File: config.mk
export PLATFORM = sky130hd
export DESIGN_NAME = alu8_core
export DESIGN_NICKNAME = d
export VERILOG_FILES = /design/src/rtl/alu8_pkg.sv /design/src/rtl/alu8_arith.sv /design/src/rtl/alu8_logic.sv /design/src/rtl/alu8_shift.sv /design/src/rtl/alu8_wide_add.sv /design/src/rtl/alu8_core.sv
export SDC_FILE = /design/constraint.sdc
export NUM_CORES = 1
export LEC_CHECK = 0
export ABC_AREA = 0
export CORE_MARGIN = 8
export CORE_UTILIZATION = 50
export DETAILED_ROUTE_END_ITERATION = 12
export PLACE_DENSITY_LB_ADDON = 0.1
export SYNTH_ARGS = -nofsm -noshare
export SYNTH_HDL_FRONTEND = slang
export SYNTH_SLANG_ARGS = --single-unit
File: constraint.sdc
create_clock -name vclk -period 6.2
set_input_delay 1.24 -clock vclk [all_inputs]
set_output_delay 1.24 -clock vclk [all_outputs]
set_load 0.1 [all_outputs]
File: src/rtl/alu8_pkg.sv
package alu8_pkg;

    localparam int OP_W = 5;
    localparam int FLAG_W = 4;
    localparam int FZ = 3;
    localparam int FN = 2;
    localparam int FH = 1;
    localparam int FC = 0;

    typedef enum logic [OP_W-1:0] {
        OP_ADD  = 5'd0,
        OP_ADC  = 5'd1,
        OP_SUB  = 5'd2,
        OP_SBC  = 5'd3,
        OP_CMP  = 5'd4,
        OP_AND  = 5'd5,
        OP_OR   = 5'd6,
        OP_XOR  = 5'd7,
        OP_INC  = 5'd8,
        OP_DEC  = 5'd9,
        OP_RLC  = 5'd10,
        OP_RRC  = 5'd11,
        OP_RLT  = 5'd12,
        OP_RRT  = 5'd13,
        OP_CPL  = 5'd14,
        OP_SCF  = 5'd15,
        OP_CCF  = 5'd16,
        OP_WADD = 5'd17
    } alu_op_e;

endpackage

File: src/rtl/alu8_arith.sv
module alu8_arith
    import alu8_pkg::*;
#(
    parameter int DATA_W = 8,
    parameter int NIB_W  = 4
) (
    input  alu_op_e           op,
    input  logic [DATA_W-1:0] a,
    input  logic [DATA_W-1:0] b,
    input  logic              cin,
    output logic [DATA_W-1:0] res,
    output logic              z,
    output logic              n,
    output logic              h,
    output logic              c
);
    logic [DATA_W:0]     full;
    logic [NIB_W:0]      nib;
    logic [DATA_W-1:0]   opnd;
    logic                use_cin;
    logic                sub;
    logic                ci;

    always_comb begin
        sub     = (op == OP_SUB) || (op == OP_SBC) || (op == OP_CMP) || (op == OP_DEC);
        use_cin = (op == OP_ADC) || (op == OP_SBC);
        ci      = use_cin & cin;
        opnd    = ((op == OP_INC) || (op == OP_DEC)) ? DATA_W'(1) : b;
        if (sub) begin
            full = {1'b0, a} - {1'b0, opnd} - (DATA_W+1)'(ci);
            nib  = {1'b0, a[NIB_W-1:0]} - {1'b0, opnd[NIB_W-1:0]} - (NIB_W+1)'(ci);
        end else begin
            full = {1'b0, a} + {1'b0, opnd} + (DATA_W+1)'(ci);
            nib  = {1'b0, a[NIB_W-1:0]} + {1'b0, opnd[NIB_W-1:0]} + (NIB_W+1)'(ci);
        end
        res = full[DATA_W-1:0];
        c   = full[DATA_W];
        h   = nib[NIB_W];
        z   = (res == '0);
        n   = sub;
    end
endmodule

File: src/rtl/alu8_logic.sv
module alu8_logic
    import alu8_pkg::*;
#(
    parameter int DATA_W = 8
) (
    input  alu_op_e           op,
    input  logic [DATA_W-1:0] a,
    input  logic [DATA_W-1:0] b,
    output logic [DATA_W-1:0] res,
    output logic              z
);
    always_comb begin
        unique case (op)
            OP_AND:  res = a & b;
            OP_OR:   res = a | b;
            OP_XOR:  res = a ^ b;
            default: res = ~a;
        endcase
        z = (res == '0);
    end
endmodule

File: src/rtl/alu8_shift.sv
module alu8_shift
    import alu8_pkg::*;
#(
    parameter int DATA_W = 8
) (
    input  alu_op_e           op,
    input  logic [DATA_W-1:0] a,
    input  logic              cin,
    output logic [DATA_W-1:0] res,
    output logic              cout
);
    localparam int MSB = DATA_W - 1;

    always_comb begin
        unique case (op)
            OP_RLC: begin
                res  = {a[MSB-1:0], a[MSB]};
                cout = a[MSB];
            end
            OP_RRC: begin
                res  = {a[0], a[MSB:1]};
                cout = a[0];
            end
            OP_RLT: begin
                res  = {a[MSB-1:0], cin};
                cout = a[MSB];
            end
            default: begin
                res  = {cin, a[MSB:1]};
                cout = a[0];
            end
        endcase
    end
endmodule

File: src/rtl/alu8_wide_add.sv
module alu8_wide_add #(
    parameter int WIDE_W = 16,
    parameter int NIB_W  = 4
) (
    input  logic [WIDE_W-1:0] wa,
    input  logic [WIDE_W-1:0] wb,
    output logic [WIDE_W-1:0] sum,
    output logic              h,
    output logic              c
);
    localparam int LOW_W = WIDE_W - NIB_W;

    logic [WIDE_W:0] full;
    logic [LOW_W:0]  low;

    always_comb begin
        full = {1'b0, wa} + {1'b0, wb};
        low  = {1'b0, wa[LOW_W-1:0]} + {1'b0, wb[LOW_W-1:0]};
        sum  = full[WIDE_W-1:0];
        c    = full[WIDE_W];
        h    = low[LOW_W];
    end
endmodule

File: src/rtl/alu8_core.sv
module alu8_core
    import alu8_pkg::*;
#(
    parameter int DATA_W = 8,
    parameter int NIB_W  = 4,
    parameter int WIDE_W = 16
) (
    input  logic [OP_W-1:0]   op_i,
    input  logic [DATA_W-1:0] a_i,
    input  logic [DATA_W-1:0] b_i,
    input  logic [WIDE_W-1:0] wa_i,
    input  logic [WIDE_W-1:0] wb_i,
    input  logic [FLAG_W-1:0] flags_i,
    output logic [DATA_W-1:0] res_o,
    output logic [WIDE_W-1:0] wres_o,
    output logic [FLAG_W-1:0] flags_o
);
    alu_op_e op;
    assign op = alu_op_e'(op_i);

    logic [DATA_W-1:0] ar_res, lg_res, sh_res;
    logic ar_z, ar_n, ar_h, ar_c, lg_z, sh_c, w_h, w_c;

    alu8_arith #(.DATA_W(DATA_W), .NIB_W(NIB_W)) u_arith (
        .op(op), .a(a_i), .b(b_i), .cin(flags_i[FC]),
        .res(ar_res), .z(ar_z), .n(ar_n), .h(ar_h), .c(ar_c)
    );

    alu8_logic #(.DATA_W(DATA_W)) u_logic (
        .op(op), .a(a_i), .b(b_i), .res(lg_res), .z(lg_z)
    );

    alu8_shift #(.DATA_W(DATA_W)) u_shift (
        .op(op), .a(a_i), .cin(flags_i[FC]), .res(sh_res), .cout(sh_c)
    );

    alu8_wide_add #(.WIDE_W(WIDE_W), .NIB_W(NIB_W)) u_wide (
        .wa(wa_i), .wb(wb_i), .sum(wres_o), .h(w_h), .c(w_c)
    );

    always_comb begin
        res_o   = a_i;
        flags_o = flags_i;
        unique case (op)
            OP_ADD, OP_ADC, OP_SUB, OP_SBC: begin
                res_o   = ar_res;
                flags_o = {ar_z, ar_n, ar_h, ar_c};
            end
            OP_CMP: flags_o = {ar_z, ar_n, ar_h, ar_c};
            OP_INC, OP_DEC: begin
                res_o   = ar_res;
                flags_o = {ar_z, ar_n, ar_h, flags_i[FC]};
            end
            OP_AND: begin
                res_o   = lg_res;
                flags_o = {lg_z, 1'b0, 1'b1, 1'b0};
            end
            OP_OR, OP_XOR: begin
                res_o   = lg_res;
                flags_o = {lg_z, 1'b0, 1'b0, 1'b0};
            end
            OP_CPL: begin
                res_o   = lg_res;
                flags_o = {flags_i[FZ], 1'b1, 1'b1, flags_i[FC]};
            end
            OP_RLC, OP_RRC, OP_RLT, OP_RRT: begin
                res_o   = sh_res;
                flags_o = {1'b0, 1'b0, 1'b0, sh_c};
            end
            OP_SCF:  flags_o = {flags_i[FZ], 1'b0, 1'b0, 1'b1};
            OP_CCF:  flags_o = {flags_i[FZ], 1'b0, 1'b0, ~flags_i[FC]};
            OP_WADD: flags_o = {flags_i[FZ], 1'b0, w_h, w_c};
            default: begin
                res_o   = a_i;
                flags_o = flags_i;
            end
        endcase
    end
endmodule

== Yosys cells after proc, flatten, opt, wreduce, memory -nomap -nowiden ==
Index checks and enable logic that the tools add are counted.

* Muxes and demuxes: 8
* Reductions and logical operators: 15
* Add/subtract/negate cells: 10
* Equality and inequality tests: 17
* Bitwise operators: 6

{| class="wikitable"
|+ Operator list
! operator !! number
|-
| one-hot mux 8 bit (3 select lines) || 3
|-
| == test 5 x 4 -> 1 bit, second input constant || 8
|-
| one-hot mux 4 bit (9 select lines) || 1
|-
| == test 5 x 3 -> 1 bit, second input constant || 4
|-
| adder 16 x 16 -> 17 bit || 1
|-
| zero test 8 bit || 2
|-
| adder 12 x 12 -> 13 bit || 1
|-
| == test 5 x 2 -> 1 bit, second input constant || 2
|-
| == test 5 bit, second input constant || 2
|-
| adder 8 x 8 -> 9 bit || 1
|-
| adder 9 x 1 -> 9 bit || 1
|-
| two-way mux 9 bit || 1
|-
| subtractor 8 x 8 -> 9 bit || 1
|-
| subtractor 9 x 1 -> 9 bit || 1
|-
| bitwise AND 8 bit || 1
|-
| two-way mux 8 bit || 1
|-
| inverter 8 bit || 1
|-
| bitwise OR 8 bit || 1
|-
| OR reduction 4 bit || 2
|-
| bitwise XOR 8 bit || 1
|-
| OR reduction 2 bit || 3
|-
| OR reduction 6 bit || 1
|-
| adder 4 x 4 -> 5 bit || 1
|-
| adder 5 x 1 -> 5 bit || 1
|-
| 10 further kinds || 14
|}

* Output and inout bits: 28
* Flip-flop bits (word level): 0
* Logic and storage cells: 56
* Input bits: 57

== Depth between registers and ports, before layout ==
* Word-level depth: 8
* Gate-level depth with buffers: 15
* Depth with buffers taken out: 13

== Hierarchy ==
From an unflattened synthesis, not the netlist that was laid out.

* Cells, all modules: 448
* Area total of the unflattened synthesis: 3,438.3 sq um

{| class="wikitable"
|+ Modules (own cells, without submodules)
! module !! instances !! area each (sq um) !! cells each !! sequential area each (sq um)
|-
| alu8_arith || 1 || 1,126.1 || 151 || 0.0
|-
| alu8_wide_add || 1 || 860.8 || 104 || 0.0
|-
| alu8_logic || 1 || 623.1 || 84 || 0.0
|-
| alu8_core || 1 || 590.6 || 82 || 0.0
|-
| alu8_shift || 1 || 237.7 || 27 || 0.0
|}

== Worst setup path after synthesis ==
OpenSTA, ideal clock, no wires.

* Path kind: input-to-output
* Start: in op_i[4]
* End: out flags_o[3]
* Arrival time: 6.083 ns
* Buffers on the path: 2
* Slack: -1.123 ns
* Data required time: 4.960 ns
* Stages: 15
* Path through: buf_2 > nor2_1 > and3_1 > clkbuf_1 > or2_2 > inv_1 > fa_1 > fa_1 > o21bai_1 > a21oi_1 > o31ai_1 > xnor2_1 > o22ai_1 > nand4_1 > o31ai_1

* Cells in the longest elaborated chain, start to end: 8
* Elaborated cells on any way between the ends: 38
* Classes of those cells: add/sub: 4; eq/ne: 17; mux: 4; bitwise: 1; reduce/logical: 12

{| class="wikitable"
|+ RTL lines
! element !! RTL line !! source
|-
| from (decl) || alu8_core.sv:8 || <nowiki>input logic [OP_W-1:0] op_i,</nowiki>
|-
| == test 5 x 4 -> 1 bit, on equally long branches || alu8_arith.sv:28, alu8_core.sv:44, alu8_arith.sv:25 ||
|-
| logical OR 1 bit || alu8_arith.sv:28 || <nowiki>opnd = ((op == OP_INC) || (op == OP_DEC)) ? DATA_W'(1) : b;</nowiki>
|-
| two-way mux 8 bit || alu8_arith.sv:28 ||
|-
| adder 8 x 8 -> 9 bit / subtractor 8 x 8 -> 9 bit (equally long branches) || alu8_arith.sv:33, alu8_arith.sv:30 ||
|-
| adder 9 x 1 -> 9 bit / subtractor 9 x 1 -> 9 bit (equally long branches) || alu8_arith.sv:33, alu8_arith.sv:30 ||
|-
| two-way mux 9 bit || alu8_arith.sv:29 || <nowiki>if (sub) begin</nowiki>
|-
| zero test 8 bit || alu8_arith.sv:39 || <nowiki>z = (res == '0);</nowiki>
|-
| one-hot mux 4 bit (9 select lines) (*) || alu8_core.sv:44 || <nowiki>unique case (op)</nowiki>
|-
| to (decl) || alu8_core.sv:16 || <nowiki>output logic [FLAG_W-1:0] flags_o</nowiki>
|}

Mark *: on every way between the ends. The rest lies on a longest branch, timed or not.

== Final worst setup path ==
* Start: in op_i[2]
* End: out flags_o[3]

Same word-level chain as after synthesis.

==> impl_metrics.tcl <==
set metrics [dict create \
    hpwl_mm 8.05 \
    dr.pass1.iters 7 \
    netlist_area_mm2 0.00305 \
    worstSetupPathType "input pin to output pin" \
    p_seq_share_pct 0 \
    die_area_mm2 0.00886 \
    crit_slowest_cell "fa_1" \
    antenna_found_initial 0 \
    ioPinCount 85 \
    slew_violations 0 \
    critPathRequiredTime_ps 4960 \
    diodes 0 \
    via_per_inst 5.87 \
    cp-end-kind "output pin" \
    wl_per_cell_um 16.9 \
    areaGrowthSynthToFinish_pct 32.4 \
    cts_hold_buf 0 \
    seq_area_um2 0 \
    max-slew-margin-rel_pct 34.1 \
    drive_above_1_share_pct 12.0 \
    rows 28 \
    leakage_nw 1.82 \
    period_minus_slack_ps 5970 \
    max_cap_violations 0 \
    drt_wl_total_mm 9.70 \
    io_buffers 85 \
    die_w_um 94.1 \
    whs_endpoint "flags_o[2]" \
    switching_share_pct 66.9 \
    place_congestion 0.991 \
    synth-seq-area-share_pct 0 \
    cpMostUsedCell "fa_1" \
    min_from "flags_i[2]" \
    syn_nets 535 \
    fin_crit_sh_pct 96.3 \
    hold_viol 0 \
    utilization_pct 68.2 \
    yosysWarnings 0 \
    vias 3364 \
    post_cts_resized 0 \
    start_util_pct 51.5 \
    hold_path_depth 4 \
    outcome "completed" \
    finalSetupViolCount 0 \
    synth.distinct_cells 74 \
    grt-ovfl-total 0 \
    core_area_mm2 0.00592 \
    finalPower_mw 0.665 \
    slowest_delay_ps 430 \
    die_h_um 94.1 \
    worstSetupStartpointType "input pin" \
    power_frac_clock_pct 0 \
    worstPathMaxFanout 3 \
    drc 0 \
    grt_start_max_net_pins 38 \
    post-cts-setup-buffers 0 \
    nClkBuffers 0 \
    seq_cell_count 0 \
    powerDensity_mw_per_mm2 165 \
    cp_cell_sequence "clkdlybuf4s50_1 > nor2_1 > and3_1 > or2_2 > inv_1 > fa_1 > fa_1 > o21bai_1 > a21oi_1 > o31ai_1 > xnor2_1 > o22ai_1 > nand4_1 > o31ai_2 > buf_12" \
    peakVddDrop_uv 169 \
    grt_setup_unrepaired "false" \
    power.switching_mw 0.444 \
    hold_class "input pin to output pin" \
    tightestPinTransition_ps 985 \
    p_int_mw 0.220 \
    track_usage_pct 21.9 \
    synthCells 420 \
    cp_data_arrival_time_ps 4730 \
    grt_pass1_wl_mm 16.3 \
    drt_iter0_markers 379 \
    nNetsFinal 615 \
    max_freq_ghz 0.168 \
    avgSynthCellArea_um2 7.26 \
    drtAntennaViolNets 0 \
    combinationalPowerShare_pct 100.0 \
    grt_pass1_vias 3394 \
]
-- synthesized netlist by cell type, drive strengths merged (6+ instances only) --
| cell type | instances | share of area (%) |
|---|---|---|
| ha | 53 | 22 |
| inv | 45 | 5.5 |
| nor2 | 42 | 5.6 |
| a21oi | 34 | 6.1 |
| nand2 | 31 | 3.9 |
| o21ai | 26 | 4.3 |
| xnor2 | 21 | 6.0 |
| mux2i | 14 | 4.6 |
| buf | 10 | 2.9 |
| nor2b | 10 | 2.5 |
| a21o | 7 | 1.7 |
| nand2b | 7 | 1.4 |
| clkbuf | 6 | 0.86 |
| nand3 | 6 | 0.98 |
| nor3 | 6 | 1.1 |
| o211ai | 6 | 1.5 |
| o21a | 6 | 1.5 |
| o22ai | 6 | 1.2 |
| xor2 | 6 | 1.7 |
-- power groups by stage --
| stage | logic [mW] | registers (mW) | clock network, mW |
|---|---|---|---|
| 2_1_floorplan | 0.480 | 0 | 0 |
| 3_3_place_gp | 0.654 | 0 | 0 |
| 3_5_place_dp | 0.661 | 0 | 0 |
| 4_1_cts | 0.664 | 0 | 0 |
| 5_1_grt | 0.702 | 0 | 0 |
| 6_report | 0.665 | 0 | 0 |
-- critical path: cells and delay by family --
| kind | cells | cell delay, ps |
|---|---|---|
| xor gates and xnor gates | 1 | 140 |
| and+or+nand+nor | 4 | 680 |
| AOI/OAI and AO/OA | 5 | 1140 |
| buffers and inverters | 3 | 700 |
| adders and majority gates | 2 | 840 |
-- cells in the final DEF (no fill, tap or decap), types with 3 or more instances in the layout --
cell / netlist / final
clkdlybuf4s50_1: 0 / 61
ha_1: 53 / 53
inv_1: 44 / 44
nor2_1: 39 / 39
a21oi_1: 32 / 31
nand2_1: 30 / 30
buf_4: 3 / 22
xnor2_1: 21 / 21
o21ai_0: 21 / 20
mux2i_1: 14 / 14
buf_12: 0 / 11
nor2b_1: 8 / 8
nand2b_1: 7 / 7
a21o_1: 7 / 7
nand3_1: 6 / 6
o21ai_1: 5 / 6
o22ai_1: 6 / 6
o21a_1: 6 / 6
xor2_1: 6 / 6
o211ai_1: 6 / 6
and2_1: 5 / 5
nor3_1: 5 / 5
fa_1: 5 / 5
a221oi_1: 4 / 4
and3_1: 3 / 3
a221o_1: 3 / 3
a211oi_1: 3 / 3
o31ai_1: 4 / 3
nand4_1: 3 / 3
-- layer usage --
| metal | wire length, um | up-vias | GRT usage, % |
|---|---|---|---|
| li1 | - | 1663 | - |
| met1 | 3920 | 1522 | 26.9 |
| met2 | 4590 | 165 | 37.8 |
| met3 | 958 | 14 | 4.48 |
| met4 | 229 | 0 | 5.15 |
| met5 | 0 | - | 0 |
-- how the worst max path moves through the flow --
stage | from | to | slack [ps] | cells past startpoint
floorplan | op_i[4] | flags_o[3] | -260 | 15
CTS | op_i[2] | flags_o[3] | 280 | 15
finish | op_i[2] | flags_o[3] | 230 | 15
detailed placement | op_i[2] | flags_o[3] | 300 | 15
global placement | op_i[2] | res_o[7] | 370 | 15
global route | op_i[2] | flags_o[3] | 10 | 15
-- cells by family after synthesis --
group                    synth area share (%)
AO/OA/AOI/OAI                            31.5
AND/OR/NAND/NOR                          21.9
adder cells (fa/ha/maj)                  25.0
XOR/XNOR                                 7.75
multiplexers                             4.59
buffers and inverters                    9.31
-- layout make-up --
cell class / instances / area, um2
Inverter: 45 / 169
Timing Repair Buffer: 94 / 996
Fill cell: 540 / 1880
Multi-Input combinational cell: 359 / 2780
Tap cell: 75 / 93.8
-- metrics by stage --
| stage | hold WS, ps | std cells | setup TNS (ps) | worst slack, ps | cell area, um2 |
|---|---|---|---|---|---|
| 4_1_cts | 3300 | 573 | 0 | 284 | 4040 |
| 2_1_floorplan | 2920 | 420 | -265 | -265 | 3070 |
| 3_3_place_gp | 3280 | 573 | 0 | 371 | 4040 |
| 3_5_place_dp | 3300 | 573 | 0 | 304 | 4040 |
| 6_report | 3290 | 573 | 0 | 231 | 4040 |
| 5_1_grt | 3350 | 573 | 0 | 13.0 | 4040 |
Note: power is estimated with default switching activity, not from simulation.
